==> src/rtl/usb_bus_pkg.sv <==
`timescale 1ns/1ps
package usb_bus_pkg;
  typedef enum logic [1:0] {
    LS_SE0 = 2'b00,
    LS_J   = 2'b01,
    LS_K   = 2'b10,
    LS_SE1 = 2'b11
  } line_e;

  localparam int ST_RESET  = 0;
  localparam int ST_SUSP   = 1;
  localparam int ST_RESUME = 2;
  localparam int ST_TMO    = 3;
  localparam int ST_W      = 4;
endpackage

==> src/rtl/usb_line_timer.sv <==
`timescale 1ns/1ps
module usb_line_timer
  import usb_bus_pkg::*;
#(
  parameter int unsigned RESET_CYC = 120,
  parameter int unsigned SUSP_CYC  = 144000
) (
  input  logic       clk_i,
  input  logic       rst_ni,
  input  logic [1:0] line_i,
  output logic       reset_o,
  output logic       suspend_o,
  output logic       resume_o,
  output logic       wake_o
);
  localparam int unsigned CW = $clog2(SUSP_CYC + 1);
  localparam logic [CW-1:0] SAT = CW'(SUSP_CYC);
  localparam logic [CW-1:0] RST_TH = CW'(RESET_CYC);

  line_e         line_q;
  logic [CW-1:0] run_q;
  logic          resume_q, wake_q;

  // run_q counts repeat samples of the current state, saturating
  always_ff @(posedge clk_i or negedge rst_ni) begin
    if (!rst_ni) begin
      line_q <= LS_J;
      run_q  <= '0;
    end else begin
      line_q <= line_e'(line_i);
      if (line_i != line_q) run_q <= '0;
      else if (run_q != SAT) run_q <= run_q + 1'b1;
    end
  end

  assign reset_o   = (line_q == LS_SE0) && (run_q >= RST_TH);
  assign suspend_o = (line_q == LS_J) && (run_q == SAT);

  always_ff @(posedge clk_i or negedge rst_ni) begin
    if (!rst_ni) begin
      resume_q <= 1'b0;
      wake_q   <= 1'b0;
    end else begin
      wake_q <= suspend_o && (line_i != LS_J);
      if (suspend_o && (line_i != LS_J)) resume_q <= 1'b1;
      else if (line_i == LS_J)           resume_q <= 1'b0;
    end
  end

  assign resume_o = resume_q;
  assign wake_o   = wake_q;
endmodule

==> src/rtl/usb_resp_timer.sv <==
`timescale 1ns/1ps
module usb_resp_timer
  import usb_bus_pkg::*;
#(
  parameter int unsigned TO_CYC = 72
) (
  input  logic       clk_i,
  input  logic       rst_ni,
  input  logic [1:0] line_i,
  input  logic       tx_done_i,
  output logic       timeout_o
);
  localparam int unsigned CW = $clog2(TO_CYC + 1);
  localparam logic [CW-1:0] LIM = CW'(TO_CYC);

  logic          armed_q, tmo_q;
  logic [CW-1:0] cnt_q;

  always_ff @(posedge clk_i or negedge rst_ni) begin
    if (!rst_ni) begin
      armed_q <= 1'b0;
      tmo_q   <= 1'b0;
      cnt_q   <= '0;
    end else if (tx_done_i) begin
      armed_q <= 1'b1;
      tmo_q   <= 1'b0;
      cnt_q   <= '0;
    end else if (line_i != LS_J) begin
      armed_q <= 1'b0;   // response seen
      tmo_q   <= 1'b0;
    end else if (armed_q) begin
      if (cnt_q == LIM) begin
        tmo_q   <= 1'b1;
        armed_q <= 1'b0;
      end else begin
        cnt_q <= cnt_q + 1'b1;
      end
    end
  end

  assign timeout_o = tmo_q;
endmodule

==> src/rtl/usb_attach_sync.sv <==
`timescale 1ns/1ps
module usb_attach_sync #(
  parameter int unsigned SYNC_STAGES = 2
) (
  input  logic clk_i,
  input  logic rst_ni,
  input  logic attach_i,
  output logic fldet_o,
  output logic attach_evt_o
);
  logic [SYNC_STAGES-1:0] sync_q;
  logic                   seen_q;

  for (genvar s = 0; s < SYNC_STAGES; s++) begin : g_stage
    if (s == 0) begin : g_first
      always_ff @(posedge clk_i or negedge rst_ni) begin
        if (!rst_ni) sync_q[0] <= 1'b0;
        else         sync_q[0] <= attach_i;
      end
    end else begin : g_next
      always_ff @(posedge clk_i or negedge rst_ni) begin
        if (!rst_ni) sync_q[s] <= 1'b0;
        else         sync_q[s] <= sync_q[s-1];
      end
    end
  end

  always_ff @(posedge clk_i or negedge rst_ni) begin
    if (!rst_ni) seen_q <= 1'b0;
    else         seen_q <= sync_q[SYNC_STAGES-1];
  end

  assign fldet_o      = sync_q[SYNC_STAGES-1];
  assign attach_evt_o = sync_q[SYNC_STAGES-1] ^ seen_q;
endmodule

==> src/rtl/usb_bus_watch.sv <==
`timescale 1ns/1ps
module usb_bus_watch
  import usb_bus_pkg::*;
#(
  parameter int unsigned CLK_HZ      = 48_000_000,
  parameter int unsigned SYNC_STAGES = 2
) (
  input  logic            clk_i,
  input  logic            rst_ni,
  input  logic [1:0]      line_i,
  input  logic            tx_done_i,
  input  logic            attach_i,
  input  logic            rwake_i,
  input  logic            force_se0_i,
  output logic [ST_W-1:0] status_o,
  output logic            bus_evt_o,
  output logic            wake_o,
  output logic            fldet_o,
  output logic            attach_evt_o,
  output logic            drv_en_o,
  output logic            dp_o,
  output logic            dm_o
);
  localparam int unsigned BIT_CYC   = CLK_HZ / 12_000_000;
  localparam int unsigned RESET_CYC = CLK_HZ / 400_000;
  localparam int unsigned SUSP_CYC  = (CLK_HZ / 1000) * 3;
  localparam int unsigned TO_CYC    = 18 * BIT_CYC;

  logic [ST_W-1:0] flags, flags_q;

  usb_line_timer #(.RESET_CYC(RESET_CYC), .SUSP_CYC(SUSP_CYC)) u_line (
    .clk_i     (clk_i),
    .rst_ni    (rst_ni),
    .line_i    (line_i),
    .reset_o   (flags[ST_RESET]),
    .suspend_o (flags[ST_SUSP]),
    .resume_o  (flags[ST_RESUME]),
    .wake_o    (wake_o)
  );

  usb_resp_timer #(.TO_CYC(TO_CYC)) u_resp (
    .clk_i     (clk_i),
    .rst_ni    (rst_ni),
    .line_i    (line_i),
    .tx_done_i (tx_done_i),
    .timeout_o (flags[ST_TMO])
  );

  usb_attach_sync #(.SYNC_STAGES(SYNC_STAGES)) u_att (
    .clk_i        (clk_i),
    .rst_ni       (rst_ni),
    .attach_i     (attach_i),
    .fldet_o      (fldet_o),
    .attach_evt_o (attach_evt_o)
  );

  always_ff @(posedge clk_i or negedge rst_ni) begin
    if (!rst_ni) flags_q <= '0;
    else         flags_q <= flags;
  end

  assign status_o  = flags;
  assign bus_evt_o = |(flags & ~flags_q);

  // SE0 wins over remote-wake K
  always_comb begin
    drv_en_o = force_se0_i | rwake_i;
    dp_o     = 1'b0;
    dm_o     = rwake_i & ~force_se0_i;
  end
endmodule

==> config.mk <==
export PLATFORM = sky130hd
export DESIGN_NAME = usb_bus_watch
export DESIGN_NICKNAME = d
export VERILOG_FILES = /design/src/rtl/usb_bus_pkg.sv /design/src/rtl/usb_line_timer.sv /design/src/rtl/usb_resp_timer.sv /design/src/rtl/usb_attach_sync.sv /design/src/rtl/usb_bus_watch.sv
export SDC_FILE = /design/constraint.sdc
export NUM_CORES = 1
export LEC_CHECK = 0
export ABC_AREA = 1
export BUFFER_PORTS_ARGS = -buffer_cell sky130_fd_sc_hd__buf_2
export CORE_MARGIN = 5
export CORE_UTILIZATION = 45
export CTS_CLUSTER_DIAMETER = 150
export DETAILED_ROUTE_END_ITERATION = 7
export PLACE_DENSITY = 0.65
export SKIP_LAST_GASP = 1
export SLEW_MARGIN = 20
export SYNTH_ARGS = -nofsm -noshare
export SYNTH_HDL_FRONTEND = slang
export SYNTH_SLANG_ARGS = --single-unit
==> constraint.sdc <==
create_clock -name clk_i -period 1.58 [get_ports clk_i]
set_clock_uncertainty 0.1 [all_clocks]
set_input_delay 0.395 -clock clk_i [delete_from_list [all_inputs] [get_ports clk_i]]
set_output_delay 0.395 -clock clk_i [all_outputs]
set_load 0.1 [all_outputs]
Word-level counts from Yosys, hierarchy flattened
Index checks and enable logic that the tools add are counted.
Widths: inputs -> output; s select.

storage, ports and cells
  register bits = 38
  bits of input ports = 8
  word-level logic and storage cells = 57

cells by class
  add/subtract/negate cells = 2
  magnitude comparators = 1
  eq/ne operators = 9
  mux-type cells = 16
  bitwise operators = 6
  reductions and logical operators = 12

operators with widths
  cell                   number
  $mux 18                2
  $mux 7                 4
  $add 18x1->18 const B  1
  $eq 18x18->1 const B   1
  $ge 18x7->1 const B    1
  $ne 18x18->1 const B   1
  $mux 1                 10
  $add 7x1->7 const B    1
  $eq 7x7->1 const B     1
  $reduce_bool 2->1      3
  $reduce_bool 3->1      2
  $and 4x4->4            1
  $eq 2x1->1 const B     2
  $ne 2x2->1 const B     2
  $not 4->4              1
  $reduce_or 4->1        1
  $logic_and 1x1->1      3
  $reduce_and 3->1       1
  $logic_not 2->1        1
  $ne 2x1->1 const B     1
  $ne 2x2->1             1
  $reduce_and 2->1       1
  $and 1x1->1            1
  $not 1->1              1
  2 further kinds        2

Depth between registers and ports, before layout
Gate-level depths: netlist of run 1.

  depth after elaboration = 5
  depth in mapped cells = 9
  gate-level depth less buffers = 9

By module
Synthesis of run 1 repeated with hierarchy kept, for this count alone.

unflattened totals
  cell total of the unflattened synthesis = 281
  area total of the unflattened synthesis = 2199.6 um^2

modules (own cells, without submodules)
  module           instances  cells each  area an instance (um^2)  sequential area each (um^2)
  usb_line_timer   1          178         1350.0                   551.8
  usb_resp_timer   1          73          581.8                    225.2
  usb_bus_watch    1          22          173.9                    100.1
  usb_attach_sync  1          8           93.8                     75.1

Least setup slack after synthesis of run 1
Ideal clock, no wire load.

  path kind = reg2out
  start = register u_att.sync_q[1], in the netlist u_att.fldet_o
  end = output attach_evt_o
  data arrival time = 2.419 ns
  required time = 1.085 ns
  path slack = -1.334 ns
  cell stages (with the launch flop) = 2
  path buffers = 0
  cell sequence = dfrtp_1 > xor2_1

on the way
  longest elaborated chain between the ends = 1

ends and longest elaborated chain
  item                               RTL line               source
  from (decl)                        usb_attach_sync.sv:11  logic [SYNC_STAGES-1:0] sync_q;
  from (signal, indexed assignment)  usb_attach_sync.sv:23  else sync_q[s] <= sync_q[s-1];
  $xor 1x1->1                        usb_attach_sync.sv:34  assign attach_evt_o = sync_q[SYNC_STAGES-1] ^ seen_q;
  to (decl)                          usb_bus_watch.sv:19    output logic attach_evt_o,

Every way passes these cells.

Final worst setup path of run 1
  start = register u_line.run_q[5]
  end = output bus_evt_o

on the way
  longest elaborated chain between the ends = 4
  elaborated cells on any way between the ends = 6
  those cells by class = order compare: 1; eq/ne: 1; bitwise: 1; reduce/logical: 3

ends and longest elaborated chain
  item                                         RTL line                                    source
  from (decl)                                  usb_line_timer.sv:21                        logic [CW-1:0] run_q;
  from (signal assigned)                       usb_line_timer.sv:32                        else if (run_q != SAT) run_q <= run_q + 1'b1;
  $ge 18x7->1 or $eq 18x18->1 (tied branches)  usb_line_timer.sv:36, usb_line_timer.sv:37
  $logic_and 1x1->1 (on tied branches)         usb_line_timer.sv:36, usb_line_timer.sv:37
  $and 4x4->4 (*)                              usb_bus_watch.sv:63                         assign bus_evt_o = |(flags & ~flags_q);
  $reduce_or 4->1 (*)                          usb_bus_watch.sv:63
  to (decl)                                    usb_bus_watch.sv:16                         output logic bus_evt_o,

Every way passes the cells marked *; elsewhere a longest branch is shown, timed or not.

==> results.txt, run 1 <==
Ports: 19
WHS: 98.75 ps
Sequential fraction of the synthesis area: 44.37%
Cell Count, Final, Fillers Out: 398
Final WS setup: -545.3 ps
Final worst path period share: 134.5%
TritonRoute pass-1 iters: 4
Min-delay worst type: input pin to flip-flop
Clock Sink Count: 38
Die ar.: 6250 um2
Yosys warning count: 0
Synthesized area: 2146 um2
CP startpoint kind: flip-flop
Syn nets: 289
Drt initial violations: 106
Commonest non-fill, non-tap cell in the layout: nand2_1
Die height: 79.06 um
CP required: 1080 ps
Later-pin clock latency in the skew report: 290 ps
Multi-input gate area: 1157 um2
DP Wirelength: 3.586 mm
Power per cell area: 747.9 nW/um2
Nets: 355
Number of fill cells: 357
Leakage: 1.444 nW
Via-per-instance ratio: 4.942
H-tree Lvls: 2
Total track usage: 17.17%
Worst-case vdd ir drop: 0.5734 mV
Sw Ratio: 23.52%
Number of CTS-inserted buffers: 5
Power share of the sequential group: 42.8%
Initial antenna violation count: 0
Synth unique cells: 32
Post-route ant nets: 0
Share of cells above drive strength 1: 40.70%
Initial Util: 46.04%
Hold Fails Final Rpt: 0
Arrival @ worst endpoint: 1630 ps
CTS root buf: clkbuf_8
Min cycle time layout: 2125 ps
Crit path max fanout: 5
Dpl cells: 382
Status: finished with violations
Port bufs: 17
Cell-by-cell trace of the critical path: inv_2 > nand2_2 > nor2_1 > nand2_1 > nor2_4 > nand4_1 > nand3_4 > buf_12
Most frequent cells in the layout: nand2_1, buf_4, dfrtp_1
Power Internal: 1.787 mW
Post-synthesis register bit count: 38
Post-Synthesis Cells: 277
Vias: 1967
Clk buf depth: 2
WL final: 5.042 mm
Vias in the first global route: 1910
Number of max-cap violations: 0
# rows: 25
Max Slew Vio Count: 0
Fmax: 470.5 MHz
RSZ-0062 raised after global routing: true
Register Area: 957.2 um2
Setup violations, final: 5
Core footprint: 4661 um2
WL/cell: 12.67 um
Syn_area_per_cell: 7.747 um2
Clk network pwr share: 44.1%
Final total power: 2.337 mW
CTS tree: built
Failing checks: setup timing
Gate power share: 13.1%
Grt total ovfl: 0
Global-route wire length before repair: 8.418 mm
CP endpoint kind: output pin
CP max stage delay: 430 ps
Critical path class: flip-flop to output pin
Net Sw Power: 0.5495 mW
Routability congestion estimate: 0.8726
Clock Pin Slew Worst Setup and Hold Paths: 80 ps
Slowest CP cell: dfrtp_1
DR DRC count: 0
Largest net degree at the start of global routing: 27
Die width: 79.06 um
Area Growth Syn to Fin: 45.60%
# diodes: 0
==> worst paths after layout <==
path                                               end                        start  slack, ps  depth (start not counted)
max reg2reg                u_line.run_q[5]$_DFFE_PN0P_   u_line.line_q[0]$_DFF_PN1_         10                          8
max in group asynchronous   u_line.line_q[0]$_DFF_PN1_                       rst_ni        420                          3
min reg2reg                    u_att.fldet_o$_DFF_PN0_    u_att.sync_q[0]$_DFF_PN0_        250                          0
min in group asynchronous      u_att.fldet_o$_DFF_PN0_                       rst_ni        430                          2
min                          u_att.sync_q[0]$_DFF_PN0_                     attach_i        100                          1
max                                          bus_evt_o  u_line.run_q[5]$_DFFE_PN0P_       -550                          8
==> registers in the layout (all words and copies together), names as in the netlist, 2 cells and up <==
signal and flops:
u_line.run_q 18, u_line.line_q 2, u_resp.cnt_q 7, flags_q 4
==> routing by layer <==
layer,routed length [um],GRT usage [%]
met1,2201,22.10
met2,2557,27.95
met3,200,4.195
met4,82,6.357
met5,0,0
==> power groups by stage <==
stage | clock network, mW | logic [mW] | registers (mW)
6_report | 1.03 | 0.306 | 1.00
5_1_grt | 1.09 | 0.332 | 1.00
4_1_cts | 1.04 | 0.277 | 0.999
3_5_place_dp | 0 | 0.269 | 1.02
3_3_place_gp | 0 | 0.265 | 1.02
2_1_floorplan | 0 | 0.133 | 1.03
==> area by class of cell <==
| cell class | count | area share (%) |
|---|---|---|
| multi-input combinational | 190 | 37.04 |
| sequential | 38 | 30.64 |
| timing repair buffer | 66 | 20.38 |
| inverter | 42 | 5.206 |
| clock buffer | 6 | 2.643 |
| tap | 54 | 2.163 |
| clock inverter | 2 | 1.922 |
==> cell families (layout without fill, tap and decap cells) <==
group	after synthesis	in the layout	share of synthesized area, %
buffers and inverters	49	116	9.971
DFF	38	38	44.37
other	1	1	0.1748
xor gates and xnor gates	5	5	2.041
adders and majority gates	4	4	2.332
AOI/OAI and AO/OA	21	21	5.539
and+or+nand+nor	159	159	35.57
==> per-stage QoR <==
step | utilization, % | TNS (ps) | setup WS [ps] | area (um2)
2_1_floorplan | - | -557.9 | -189.7 | 2228
3_3_place_gp | 59.11 | -385.8 | -168.0 | 2755
3_5_place_dp | 59.11 | -427.3 | -189.6 | 2755
4_1_cts | 62.85 | -1472 | -512.5 | 2929
5_1_grt | 67.03 | -2234 | -611.1 | 3124
6_report | 67.03 | -1489 | -545.3 | 3124
==> Yosys cell counts (all sizes together) <==
cell type  count  area (um2)
nand4          9       56.30
o21ai          8       47.54
or2            1       6.260
xnor2          2       17.52
nor2          54       274.0
inv           40       152.7
nand3         23       130.1
nand3b         1       7.510
xor2           3       26.28
ha             4       50.05
nor3           4       20.02
o21bai         2       15.01
dfrtp         37       925.9
clkinv         2       7.510
a21oi         10       50.05
nor4           1       6.260
nand2         66       262.8
dfstp          1       26.28
o22ai          1       6.260
buf            7       53.80
conb           1       3.750
==> critical path: cells and delay by family (launching register included) <==
kind                   cells  cell delay (ps)
and+or+nand+nor            6              640
DFF                        1              430
buffers and inverters      2              250
==> what timing repair did <==
action / CTS / global route
endpoints found under the setup margin: 7 / 26
pin swaps: 4 / 14
hold buffers: 1 / 0
buffers inserted: 1 / 6
gates resized for setup: 6 / 44
endpoints found under the hold margin: 12 / 0
Note: power is estimated with default switching activity, not from simulation.
==> run 2, diff against run 1 <==
--- a/config.mk
+++ b/config.mk
@@ -12,8 +12,8 @@
 export CTS_CLUSTER_DIAMETER = 150
 export DETAILED_ROUTE_END_ITERATION = 7
 export PLACE_DENSITY = 0.65
+export SKIP_CTS_REPAIR_TIMING = 1
 export SKIP_LAST_GASP = 1
-export SLEW_MARGIN = 20
 export SYNTH_ARGS = -nofsm -noshare
 export SYNTH_HDL_FRONTEND = slang
 export SYNTH_SLANG_ARGS = --single-unit
==> run 2 against run 1 <==
  * Sequential share of layout area decreased by 0.27 points
  * Maximum frequency up 1.5%
  * Largest cell class unchanged
  * Core utilization increased by 0.59 points
  * Via count is 0.31% higher
  * Critical path depth stayed put
  * Sequential power about the same
  * The run still ends with setup timing left
  * Clock power hardly changed
  * Die area unchanged
  * Wire length rose by 1.4%
==> results.txt, run 2 (synthesized netlist as in run 1, its figures left out) <==
Reg-to-reg critical path startpoint: u_line.line_q[0]$_DFF_PN1_
Global-route wire length before repair: 8.266 mm (-1.8%)
CP startpoint kind: flip-flop
Die ar.: 6250 um2 (unchanged)
Worst R2R End: u_line.run_q[14]$_DFFE_PN0P_
Arrival @ worst endpoint: 1600 ps (-30 ps)
Power share of the sequential group: 42.6% (-0.2 points)
Final worst path period share: 132.6% (-2.0 points)
Vias in the first global route: 1895 (-0.79%)
Power per cell area: 746.0 nW/um2 (-0.26%)
Status: finished with violations
Slowest CP cell: dfrtp_1
Most frequent cells in the layout: nand2_1, buf_4, dfrtp_1
Leakage: 1.457 nW (+0.88%)
Failing checks: setup timing
Critical path class: flip-flop to output pin
Crit path max fanout: 5 (unchanged)
Fmax: 477.5 MHz (+1.5%)
Clock Sink Count: 38 (unchanged)
WL final: 5.113 mm (+1.4%)
Register-to-Register Path Depth: 9 (+1)
Largest net degree at the start of global routing: 27 (unchanged)
Number of CTS-inserted buffers: 5 (unchanged)
Initial antenna violation count: 0 (unchanged)
Nets: 356 (+0.28%)
DP Wirelength: 3.586 mm (unchanged)
Hold endpoint: u_att.sync_q[0]$_DFF_PN0_
Later-pin clock latency in the skew report: 290 ps (about the same)
Post-route ant nets: 0 (unchanged)
Final total power: 2.351 mW (+0.62%)
Vias: 1973 (+0.31%)
Top reg by flops: u_line.run_q
Die height: 79.06 um (unchanged)
Flop2flop setup slack: 30 ps (+20 ps)
Hold path startpoint: attach_i
Gate power share: 13.7% (+0.6 points)
Area Growth Syn to Fin: 46.88%
Port bufs: 17 (unchanged)
Hold depth: 1 (unchanged)
Clk buf depth: 2 (unchanged)
# rows: 25 (unchanged)
TritonRoute pass-1 iters: 5 (+1)
CP max stage delay: 430 ps (about the same)
Setup violations, final: 5 (unchanged)
Via-per-instance ratio: 4.945 (about the same)
Hold Fails Final Rpt: 0 (unchanged)
Ports: 19 (unchanged)
Cell-by-cell trace of the critical path: inv_2 > nand2_2 > nor2_1 > nand2_1 > nor2_4 > nand4_1 > nand3_4 > buf_12
RSZ-0062 raised after global routing: true
CTS tree: built
WL/cell: 12.81 um (+1.2%)
Power Internal: 1.799 mW (+0.66%)
Core footprint: 4661 um2 (unchanged)
Top flop regs: u_line.run_q: 18 flops, u_resp.cnt_q: 7 flops, flags_q: 4 flops
Final WS setup: -514.4 ps (+30.93 ps)
Sw Ratio: 23.49% (-0.029 points)
Commonest non-fill, non-tap cell in the layout: nand2_1
# diodes: 0 (unchanged)
Clk network pwr share: 43.7% (-0.4 points)
Die width: 79.06 um (unchanged)
Max reg flops: 18 (unchanged)
CP endpoint kind: output pin
Min-delay worst type: input pin to flip-flop
Setup TNS: -1441 ps (+47.93 ps)
Max Slew Vio Count: 0 (unchanged)
Clock Pin Slew Worst Setup and Hold Paths: 80 ps (about the same)
CP required: 1080 ps (about the same)
H-tree Lvls: 2 (unchanged)
Total track usage: 16.85% (-0.31 points)
Min cycle time layout: 2094 ps (-30.93 ps)
Grt total ovfl: 0 (unchanged)
Number of max-cap violations: 0 (unchanged)
Drt initial violations: 121 (+14%)
Initial Util: 46.04% (unchanged)
CTS root buf: clkbuf_8
Share of cells above drive strength 1: 42.32% (+1.6 points)
Net Sw Power: 0.5522 mW (+0.50%)
Routability congestion estimate: 0.8726 (unchanged)
Worst-case vdd ir drop: 0.5979 mV (+4.3%)
DR DRC count: 0 (unchanged)
==> run 2: cell count changes in the layout (fill, tap and decap cells not counted), moves of 2 or more <==
cell / before / now
nor2_2: 6 / 8
nand2_1: 53 / 51
nor2_1: 34 / 32
nand2_2: 10 / 12
buf_6: 5 / 3
o21ai_1: 4 / 2
o21ai_0: 0 / 2
==> run 2: area by class of cell <==
class,instances,area [um2]
Tap cell,54,67.56
Inverter,42,162.7
Clock buffer,6,82.58
Multi-Input combinational cell,190,1165
Timing Repair Buffer,67,656.9
Sequential cell,38,957.2
Clock inverter,2,60.06
Fill cell,360,1509
==> run 2: layer usage <==
metal / track usage, % / up-vias / share of wire, %
li1: - / 1003 / -
met1: 21.67 / 927 / 43
met2: 27.19 / 37 / 52
met3: 4.422 / 6 / 3.7
met4: 6.357 / 0 / 0.96
met5: 0 / - / 0
==> run 2: critical path, delay by kind of cell (launching register included) <==
| kind | cells | cell delay, ps |
|---|---|---|
| simple gates | 6 | 630 |
| flops | 1 | 430 |
| buf+inv | 2 | 250 |
==> run 2: how the worst max path moves through the flow <==
stage,start,to,slack [ps],depth (start not counted)
after global routing,u_line.run_q[5]$_DFFE_PN0P_,bus_evt_o,-600,8
after CTS,u_line.run_q[0]$_DFFE_PN0P_,bus_evt_o,-520,7
after detailed placement,u_line.run_q[5]$_DFFE_PN0P_,bus_evt_o,-190,8
after global placement,u_line.run_q[5]$_DFFE_PN0P_,bus_evt_o,-170,8
final,u_line.run_q[5]$_DFFE_PN0P_,bus_evt_o,-510,8
after floorplan,u_line.run_q[0]$_DFFE_PN0P_,bus_evt_o,-190,6
==> run 2: power groups by stage <==
stage                     clock network, mW  registers (mW)  logic, mW
after detailed placement                  0            1.02      0.269
after floorplan                           0            1.03      0.133
after global routing                   1.09            1.00      0.350
after CTS                              1.04            1.00      0.270
final                                  1.03            1.00      0.323
after global placement                    0            1.02      0.265
==> run 2: per-stage QoR <==
stage | hold slack (ps) | cells | setup slack (ps) | instance area [um2] | util (%)
floorplan | -0.5911 | 277 | -189.7 | 2228 | -
finish | 104.9 | 399 | -514.4 | 3152 | 67.62
detailed placement | 224.7 | 382 | -189.6 | 2755 | 59.11
CTS | -88.51 | 390 | -516.3 | 2898 | 62.17
global placement | 224.2 | 382 | -168.0 | 2755 | 59.11
global route | 91.79 | 399 | -601.3 | 3152 | 67.62
